===== src/rtl/uart_rx_pkg.sv =====
package uart_rx_pkg;
  parameter int unsigned MAX_BITS = 8;

  typedef enum logic [2:0] {
    RX_IDLE, RX_START, RX_DATA, RX_PAR, RX_STOP
  } rx_state_e;

  typedef enum logic [1:0] {
    PAR_NONE = 2'd0, PAR_EVEN = 2'd1, PAR_ODD = 2'd2, PAR_OFF = 2'd3
  } par_mode_e;

  typedef struct packed {
    logic [MAX_BITS-1:0] data;
    logic                frame_err;
    logic                par_err;
    logic                brk;
  } rx_char_t;
endpackage


===== src/rtl/rx_sync.sv =====
module rx_sync #(
  parameter int unsigned STAGES = 2,
  parameter logic        INIT   = 1'b1
) (
  input  logic clk_i,
  input  logic rst_ni,
  input  logic d_i,
  output logic q_o
);
  logic [STAGES-1:0] sr_q;

  always_ff @(posedge clk_i or negedge rst_ni) begin
    if (!rst_ni) sr_q <= {STAGES{INIT}};
    else         sr_q <= {sr_q[STAGES-2:0], d_i};
  end

  assign q_o = sr_q[STAGES-1];
endmodule


===== src/rtl/rx_tick_timer.sv =====
module rx_tick_timer #(
  parameter int unsigned OVS         = 16,
  parameter int unsigned SAMPLE_AT   = 8,
  parameter int unsigned COMMIT_AT   = 11,
  parameter int unsigned DEADLINE_AT = 8
) (
  input  logic clk_i,
  input  logic rst_ni,
  input  logic tick_i,
  input  logic load_i,
  input  logic run_i,
  output logic mid_o,
  output logic commit_o,
  output logic deadline_o,
  output logic end_o
);
  localparam int unsigned CW = $clog2(OVS);
  localparam logic [CW-1:0] LAST   = CW'(OVS - 1);
  localparam logic [CW-1:0] MID_M1 = CW'(SAMPLE_AT - 1);
  localparam logic [CW-1:0] COM_M1 = CW'(COMMIT_AT - 1);
  localparam logic [CW-1:0] DL_M1  = CW'(DEADLINE_AT - 1);

  logic [CW-1:0] cnt_q;

  // load marks the detecting tick as tick 1 of the start bit
  always_ff @(posedge clk_i or negedge rst_ni) begin
    if (!rst_ni)      cnt_q <= '0;
    else if (load_i)  cnt_q <= CW'(1);
    else if (!run_i)  cnt_q <= '0;
    else if (tick_i)  cnt_q <= (cnt_q == LAST) ? '0 : cnt_q + 1'b1;
  end

  wire step = run_i & tick_i;
  assign mid_o      = step & (cnt_q == MID_M1);
  assign commit_o   = step & (cnt_q == COM_M1);
  assign deadline_o = step & (cnt_q == DL_M1);
  assign end_o      = step & (cnt_q == LAST);

  assert_run_from_load_R1: assert property (@(posedge clk_i) disable iff (!rst_ni)
    $rose(run_i) |-> $past(load_i));
endmodule


===== src/rtl/rx_frame_ctrl.sv =====
module rx_frame_ctrl
  import uart_rx_pkg::*;
#(
  parameter int unsigned MIN_BITS = 5
) (
  input  logic       clk_i,
  input  logic       rst_ni,
  input  logic       tick_i,
  input  logic       rxd_i,
  input  logic [1:0] word_len_i,
  input  logic [1:0] par_mode_i,
  input  logic       mid_i,
  input  logic       commit_i,
  input  logic       deadline_i,
  input  logic       end_i,
  output logic       load_o,
  output logic       run_o,
  output logic       done_o,
  output logic       deadline_o,
  output rx_char_t   char_o
);
  localparam int unsigned IW = $clog2(MAX_BITS);

  rx_state_e           state_q;
  logic [IW-1:0]       idx_q;
  logic [MAX_BITS-1:0] shreg_q;
  logic                par_q, stop_q;

  logic          par_en, par_odd;
  logic [IW-1:0] last_idx;

  assign par_en   = (par_mode_i == PAR_EVEN) || (par_mode_i == PAR_ODD);
  assign par_odd  = (par_mode_i == PAR_ODD);
  assign last_idx = IW'(MIN_BITS - 1) + IW'(word_len_i);

  assign load_o     = (state_q == RX_IDLE) & tick_i & ~rxd_i;
  assign run_o      = (state_q != RX_IDLE);
  assign done_o     = (state_q == RX_STOP) & commit_i;
  assign deadline_o = (state_q == RX_STOP) & deadline_i;

  always_ff @(posedge clk_i or negedge rst_ni) begin
    if (!rst_ni) begin
      state_q <= RX_IDLE;
      idx_q   <= '0;
      shreg_q <= '0;
      par_q   <= 1'b0;
      stop_q  <= 1'b1;
    end else begin
      unique case (state_q)
        RX_IDLE: if (load_o) begin
          state_q <= RX_START;
          shreg_q <= '0;
          par_q   <= 1'b0;
        end
        RX_START: begin
          if (mid_i && rxd_i) state_q <= RX_IDLE;   // false start
          else if (end_i) begin
            state_q <= RX_DATA;
            idx_q   <= '0;
          end
        end
        RX_DATA: begin
          if (mid_i) shreg_q[idx_q] <= rxd_i;
          if (end_i) begin
            if (idx_q == last_idx) state_q <= par_en ? RX_PAR : RX_STOP;
            else                   idx_q   <= idx_q + 1'b1;
          end
        end
        RX_PAR: begin
          if (mid_i) par_q <= rxd_i;
          if (end_i) state_q <= RX_STOP;
        end
        RX_STOP: begin
          if (mid_i) stop_q <= rxd_i;
          if (commit_i) state_q <= RX_IDLE;
        end
        default: state_q <= RX_IDLE;
      endcase
    end
  end

  assign char_o.data      = shreg_q;
  assign char_o.frame_err = ~stop_q;
  assign char_o.par_err   = par_en & (^shreg_q ^ par_q ^ par_odd);
  assign char_o.brk       = ~|shreg_q & ~par_q & ~stop_q;

  assert_false_start_R2: assert property (@(posedge clk_i) disable iff (!rst_ni)
    (state_q == RX_START && mid_i && rxd_i) |=> (state_q == RX_IDLE));
  assert_done_in_stop_R7: assert property (@(posedge clk_i) disable iff (!rst_ni)
    done_o |=> (state_q == RX_IDLE));
endmodule


===== src/rtl/rx_holding.sv =====
module rx_holding
  import uart_rx_pkg::*;
(
  input  logic                clk_i,
  input  logic                rst_ni,
  input  logic                done_i,
  input  logic                deadline_i,
  input  logic                rd_i,
  input  rx_char_t            char_i,
  output logic [MAX_BITS-1:0] data_o,
  output logic                ready_o,
  output logic                overrun_o,
  output logic                frame_err_o,
  output logic                par_err_o,
  output logic                break_o
);
  logic pend_q;

  always_ff @(posedge clk_i or negedge rst_ni) begin
    if (!rst_ni) begin
      data_o      <= '0;
      ready_o     <= 1'b0;
      overrun_o   <= 1'b0;
      frame_err_o <= 1'b0;
      par_err_o   <= 1'b0;
      break_o     <= 1'b0;
      pend_q      <= 1'b0;
    end else begin
      // unread at deadline means the new character overruns it
      if (deadline_i) pend_q <= ready_o & ~rd_i;
      if (done_i) begin
        data_o      <= char_i.data;
        ready_o     <= 1'b1;
        overrun_o   <= pend_q;
        frame_err_o <= char_i.frame_err;
        par_err_o   <= char_i.par_err;
        break_o     <= char_i.brk;
      end else if (rd_i) begin
        ready_o <= 1'b0;
      end
    end
  end

  assert_ready_on_done_R7: assert property (@(posedge clk_i) disable iff (!rst_ni)
    done_i |=> ready_o);
  assert_read_clears_R8: assert property (@(posedge clk_i) disable iff (!rst_ni)
    (rd_i && !done_i) |=> !ready_o);
  assert_data_held_R8: assert property (@(posedge clk_i) disable iff (!rst_ni)
    !done_i |=> $stable(data_o));
  assert_overrun_cause_R9: assert property (@(posedge clk_i) disable iff (!rst_ni)
    $rose(overrun_o) |-> $past(done_i));
  assert_break_frames_R6: assert property (@(posedge clk_i) disable iff (!rst_ni)
    break_o |-> frame_err_o);
endmodule


===== src/rtl/uart_rx_os.sv =====
module uart_rx_os
  import uart_rx_pkg::*;
#(
  parameter int unsigned OVS         = 16,
  parameter int unsigned SAMPLE_AT   = 8,
  parameter int unsigned COMMIT_AT   = 11,
  parameter int unsigned DEADLINE_AT = 8,
  parameter int unsigned SYNC_STAGES = 2
) (
  input  logic                clk_i,
  input  logic                rst_ni,
  input  logic                tick16_i,
  input  logic                rxd_i,
  input  logic [1:0]          word_len_i,
  input  logic [1:0]          par_mode_i,
  input  logic                rd_i,
  output logic [MAX_BITS-1:0] data_o,
  output logic                ready_o,
  output logic                overrun_o,
  output logic                frame_err_o,
  output logic                par_err_o,
  output logic                break_o
);
  logic rxd_s, load, run, mid, commit, deadline, bit_end, done, stop_deadline;
  rx_char_t chr;

  rx_sync #(.STAGES(SYNC_STAGES), .INIT(1'b1)) u_sync (
    .clk_i, .rst_ni, .d_i(rxd_i), .q_o(rxd_s)
  );

  rx_tick_timer #(
    .OVS(OVS), .SAMPLE_AT(SAMPLE_AT), .COMMIT_AT(COMMIT_AT), .DEADLINE_AT(DEADLINE_AT)
  ) u_timer (
    .clk_i, .rst_ni, .tick_i(tick16_i), .load_i(load), .run_i(run),
    .mid_o(mid), .commit_o(commit), .deadline_o(deadline), .end_o(bit_end)
  );

  rx_frame_ctrl u_ctrl (
    .clk_i, .rst_ni, .tick_i(tick16_i), .rxd_i(rxd_s),
    .word_len_i, .par_mode_i,
    .mid_i(mid), .commit_i(commit), .deadline_i(deadline), .end_i(bit_end),
    .load_o(load), .run_o(run), .done_o(done), .deadline_o(stop_deadline),
    .char_o(chr)
  );

  rx_holding u_hold (
    .clk_i, .rst_ni, .done_i(done), .deadline_i(stop_deadline), .rd_i,
    .char_i(chr), .data_o, .ready_o, .overrun_o, .frame_err_o, .par_err_o, .break_o
  );
endmodule


===== config.mk =====
export PLATFORM = sky130hd
export DESIGN_NAME = uart_rx_os
export DESIGN_NICKNAME = d
export VERILOG_FILES = /design/src/rtl/uart_rx_pkg.sv /design/src/rtl/rx_sync.sv /design/src/rtl/rx_tick_timer.sv /design/src/rtl/rx_frame_ctrl.sv /design/src/rtl/rx_holding.sv /design/src/rtl/uart_rx_os.sv
export SDC_FILE = /design/constraint.sdc
export NUM_CORES = 1
export LEC_CHECK = 0
export ABC_AREA = 1
export BUFFER_PORTS_ARGS = -buffer_cell sky130_fd_sc_hd__buf_4
export CORE_MARGIN = 2
export CORE_UTILIZATION = 52
export CTS_CLUSTER_DIAMETER = 100
export DETAILED_ROUTE_END_ITERATION = 8
export GPL_TIMING_DRIVEN = 1
export PLACE_DENSITY = 0.82
export SETUP_SLACK_MARGIN = 0.3
export SLEW_MARGIN = 20
export SYNTH_ARGS = -nofsm -noshare
export SYNTH_HDL_FRONTEND = slang
export SYNTH_SLANG_ARGS = --single-unit

===== constraint.sdc =====
create_clock -name clk_i -period 1.25 [get_ports clk_i]
set_input_delay 0.3125 -clock clk_i [delete_from_list [all_inputs] [get_ports clk_i]]
set_output_delay 0.3125 -clock clk_i [all_outputs]
set_load 0.02 [all_outputs]

==> flow_summary_export.csv <==
group,metric,value,unit
finish,final_cells,375,
global_route,antenna_found_initial,0,
yosys,postSynth.asyncResetShare,100,%
clocking,ctsRootBufferMaster,"clkbuf_8",
floorplan,fp.dieArea,4340,um2
worst_setup_path,path_max_fanout,4,
sta,relSlewSlack,65.1,%
floorplan,placement_rows,22,
clocking,cts_tree,"built",
worst_setup_path,timing.critical_path.to_type,"flop",
yosys,synth_enable_flop_cells,0,
floorplan,floorplan.die.width,65.9,um
routing,drtAntennaViolNets,0,
finish,filler_cell_count,164,
sta,fmax,0.609,GHz
routing,detailedRoute.firstIterationViolations,225,
finish,final_nets,343,
power_and_ir_drop,leakage_component_of_the_power,0.00155,uW
placement,finalWeightedCongestion,0.858,
worst_setup_path,timing.setup.critical_path_class,"reg -> reg",
routing,vias,2155,
sta,post_route_minimum_period,1640,ps
sta,timing.clock.skew,6.13,ps
sta,tightest_slew,520,ps
placement,placed_cells,338,
routing,drt_drc_violations_left,0,
yosys,synth.top_cells.by_count,"58 x nand2_1, 33 x dfrtp_1, 31 x inv_1",
worst_setup_path,cp-start-kind,"flop",
finish,layout.core_utilization,86.1,%
routing,drt-pass1-iter-count,4,
finish,post_route_cells_drive_above_1_share,50.5,%
placement,port_buffers,21,
sta,timing.final.hold_violations,0,
yosys,synth_top_cells_by_area,"dfrtp_1 41%, nand2_1 11%, inv_1 5.8%, ha_1 5.0%, dfstp_2 4.0%",
yosys,synth-main-ff-cell,"dfrtp_1",
flow_run,max_cap_violation_count,0,
power_and_ir_drop,p_per_area,1570,nW/um2
finish,antenna-diode-count,0,
yosys,synth_seq_cells,36,
floorplan,core_region_area,3660,um2
clocking,clock_insertion_delay_worst_skew,300,ps
run_status,violated_checks,"negative setup slack",
worst_setup_path,worst_path_required,1440,ps
power_and_ir_drop,overall_power_after_layout,4950,uW
clocking,cts_max_path_buffers,2,
yosys,synth_cell_types,32,
finish,post-route-cell-area,3150,um2
clocking,cts_sinks,36,
worst_hold_path,min_path_type,"in -> reg",
finish,area_growth_syn_to_layout,58.1,%
global_route,grt_start_max_net_pins,37,
sta,post-route-period-util,131,%
yosys,syn_avg_cell_area,8.34,um2
global_route,first_global_vias,1956,
floorplan,chipHeight,65.9,um
floorplan,initial_utilization,54.4,%
run_status,status,"finished, violations left",
routing,wirelength_per_cell,19.5,um
worst_setup_path,critPathArrivalTime,1830,ps
power_and_ir_drop,maximum_ir_drop_on_the_vdd_rail,0.00169,V
global_route,grt_pass1_wl,9030,um
placement,place.detailed.hpwl,3010,um
placement,dpl-instance-area,2460,um2
global_route,grt.total_usage,28.4,%
yosys,yosys.cell_count.top_type,"nand2_1",
routing,routed_via_density,5.75,
sta,final_max_slew_viol_count,0,
sta,setup_viol,32,
clocking,path_clk_slew,80,ps
floorplan,ios,22,
sta,fin_ws,-392,ps
yosys,synth_warnings,0,
routing,postRouteWirelength,7330,um
yosys,post_synth_inst_count,239,
clocking,htree_num_levels,2,
yosys,synth.cell_area,1990,um2
yosys,synth.top_cell.area_share,41.4,%
yosys,seq_area_frac_synth,45.4,%
yosys,synth.net_count,256,
clocking,cts_made_buffers,5,
global_route,globalRoute.totalOverflow,0,
yosys,yosys.area.top_type,"dfrtp_1",
sta,rsz_0062_raised_after_global_routing,"yes",
## state kept, by name, indices dropped and copies added (netlist names)
signal / cells
u_hold.break_o: 1
u_hold.overrun_o: 1
u_ctrl.par_q: 1
u_hold.par_err_o: 1
u_timer.cnt_q: 4
u_ctrl.state_q: 3
u_ctrl.stop_q: 1
u_hold.data_o: 8
u_ctrl.idx_q: 3
u_ctrl.shreg_q: 8
u_hold.ready_o: 1
u_sync.sr_q: 2
u_hold.pend_q: 1
u_hold.frame_err_o: 1
## where the power goes
group	switching (uW)	total, uW	internal, uW	leakage, uW
clock	460	1160	704	0.0000645
combinational	1380	2330	949	0.00102
sequential	172	1460	1290	0.000464
total	2010	4950	2940	0.00155
## metrics by stage
stage / setup TNS, ps / setup WS, ps / hold slack, ps
after floorplan: -931 / -119 / 16.9
after global placement: -2830 / -151 / 296
after detailed placement: -4340 / -229 / 297
after CTS: -3750 / -217 / 117
after global routing: -10050 / -475 / 99.1
final: -8210 / -392 / 110
## critical path, stage by stage, from the launching register on
cell	delay (ps)
dfrtp_1	420
buf_4	170
nor3_1	460
nor2_1	160
o21ai_1	240
nand2_1	80
## worst paths after layout
kind | from | end | slack, ps | depth (start not counted)
hold reg to reg | u_sync.sr_q[0] | u_sync.sr_q[1] | 360 | 0
setup reg to reg | u_ctrl.idx_q[2] | u_ctrl.shreg_q[2] | -390 | 5
hold / removal | rxd_i | u_sync.sr_q[0] | 110 | 1
setup / recovery | u_ctrl.idx_q[2] | u_ctrl.shreg_q[2] | -390 | 5
max in group asynchronous | rst_ni | u_ctrl.stop_q | 480 | 2
min in group asynchronous | rst_ni | u_timer.cnt_q[2] | 470 | 2
## cells in the final DEF, fill, tap and decap left out, types with 3 or more instances in the layout
master / count
buf_4: 58
nand2_1: 47
dfrtp_1: 29
buf_6: 23
inv_1: 22
o21ai_1: 17
nor2_1: 17
nand2_2: 12
inv_2: 11
nand3_1: 9
clkbuf_8: 7
o21ai_2: 6
nand2_4: 5
nor2_4: 5
ha_4: 5
nand3_4: 4
o21ai_0: 4
xor2_1: 4
nor3_1: 4
dfrtp_2: 4
a21oi_1: 3
ha_1: 3
dfstp_2: 3
## final cells by class
class                           count  area (um2)  area share [%]
Sequential cell                    36         910            28.9
Timing Repair Buffer               84         744            23.6
Clock inverter                      1        30.0           0.953
Clock buffer                        7        96.3            3.06
Inverter                           36         145            4.60
Multi-Input combinational cell    163        1170            37.0
Tap cell                           48        60.1            1.91
## per-layer routing
layer / GRT usage, % / share of wire [%] / up-vias
met5: 0 / 0 / -
met4: 15.1 / 7.6 / 0
met3: 6.64 / 7.2 / 57
met2: 49.7 / 50 / 138
met1: 31.6 / 35 / 1026
li1: - / - / 934
## cells by family (layout without fill, tap and decap cells)
| family | Yosys count | after routing | share of synthesized area (%) |
|---|---|---|---|
| DFF | 36 | 36 | 45.4 |
| buffers and inverters | 40 | 128 | 8.03 |
| AOI/OAI and AO/OA | 36 | 36 | 10.3 |
| xor gates and xnor gates | 6 | 6 | 2.64 |
| adders and majority gates | 8 | 8 | 5.02 |
| and+or+nand+nor | 113 | 113 | 28.6 |
## what timing repair did
| action | CTS | global route |
|---|---|---|
| buffers inserted | 13 | 15 |
| resized for setup | 53 | 38 |
| hold buffers | 1 | 0 |
| pin swaps | 27 | 24 |
| endpoints found under the hold margin | 33 | 0 |
| setup endpoints to repair | 47 | 48 |
No activity file was read; power rests on OpenSTA's default activity.
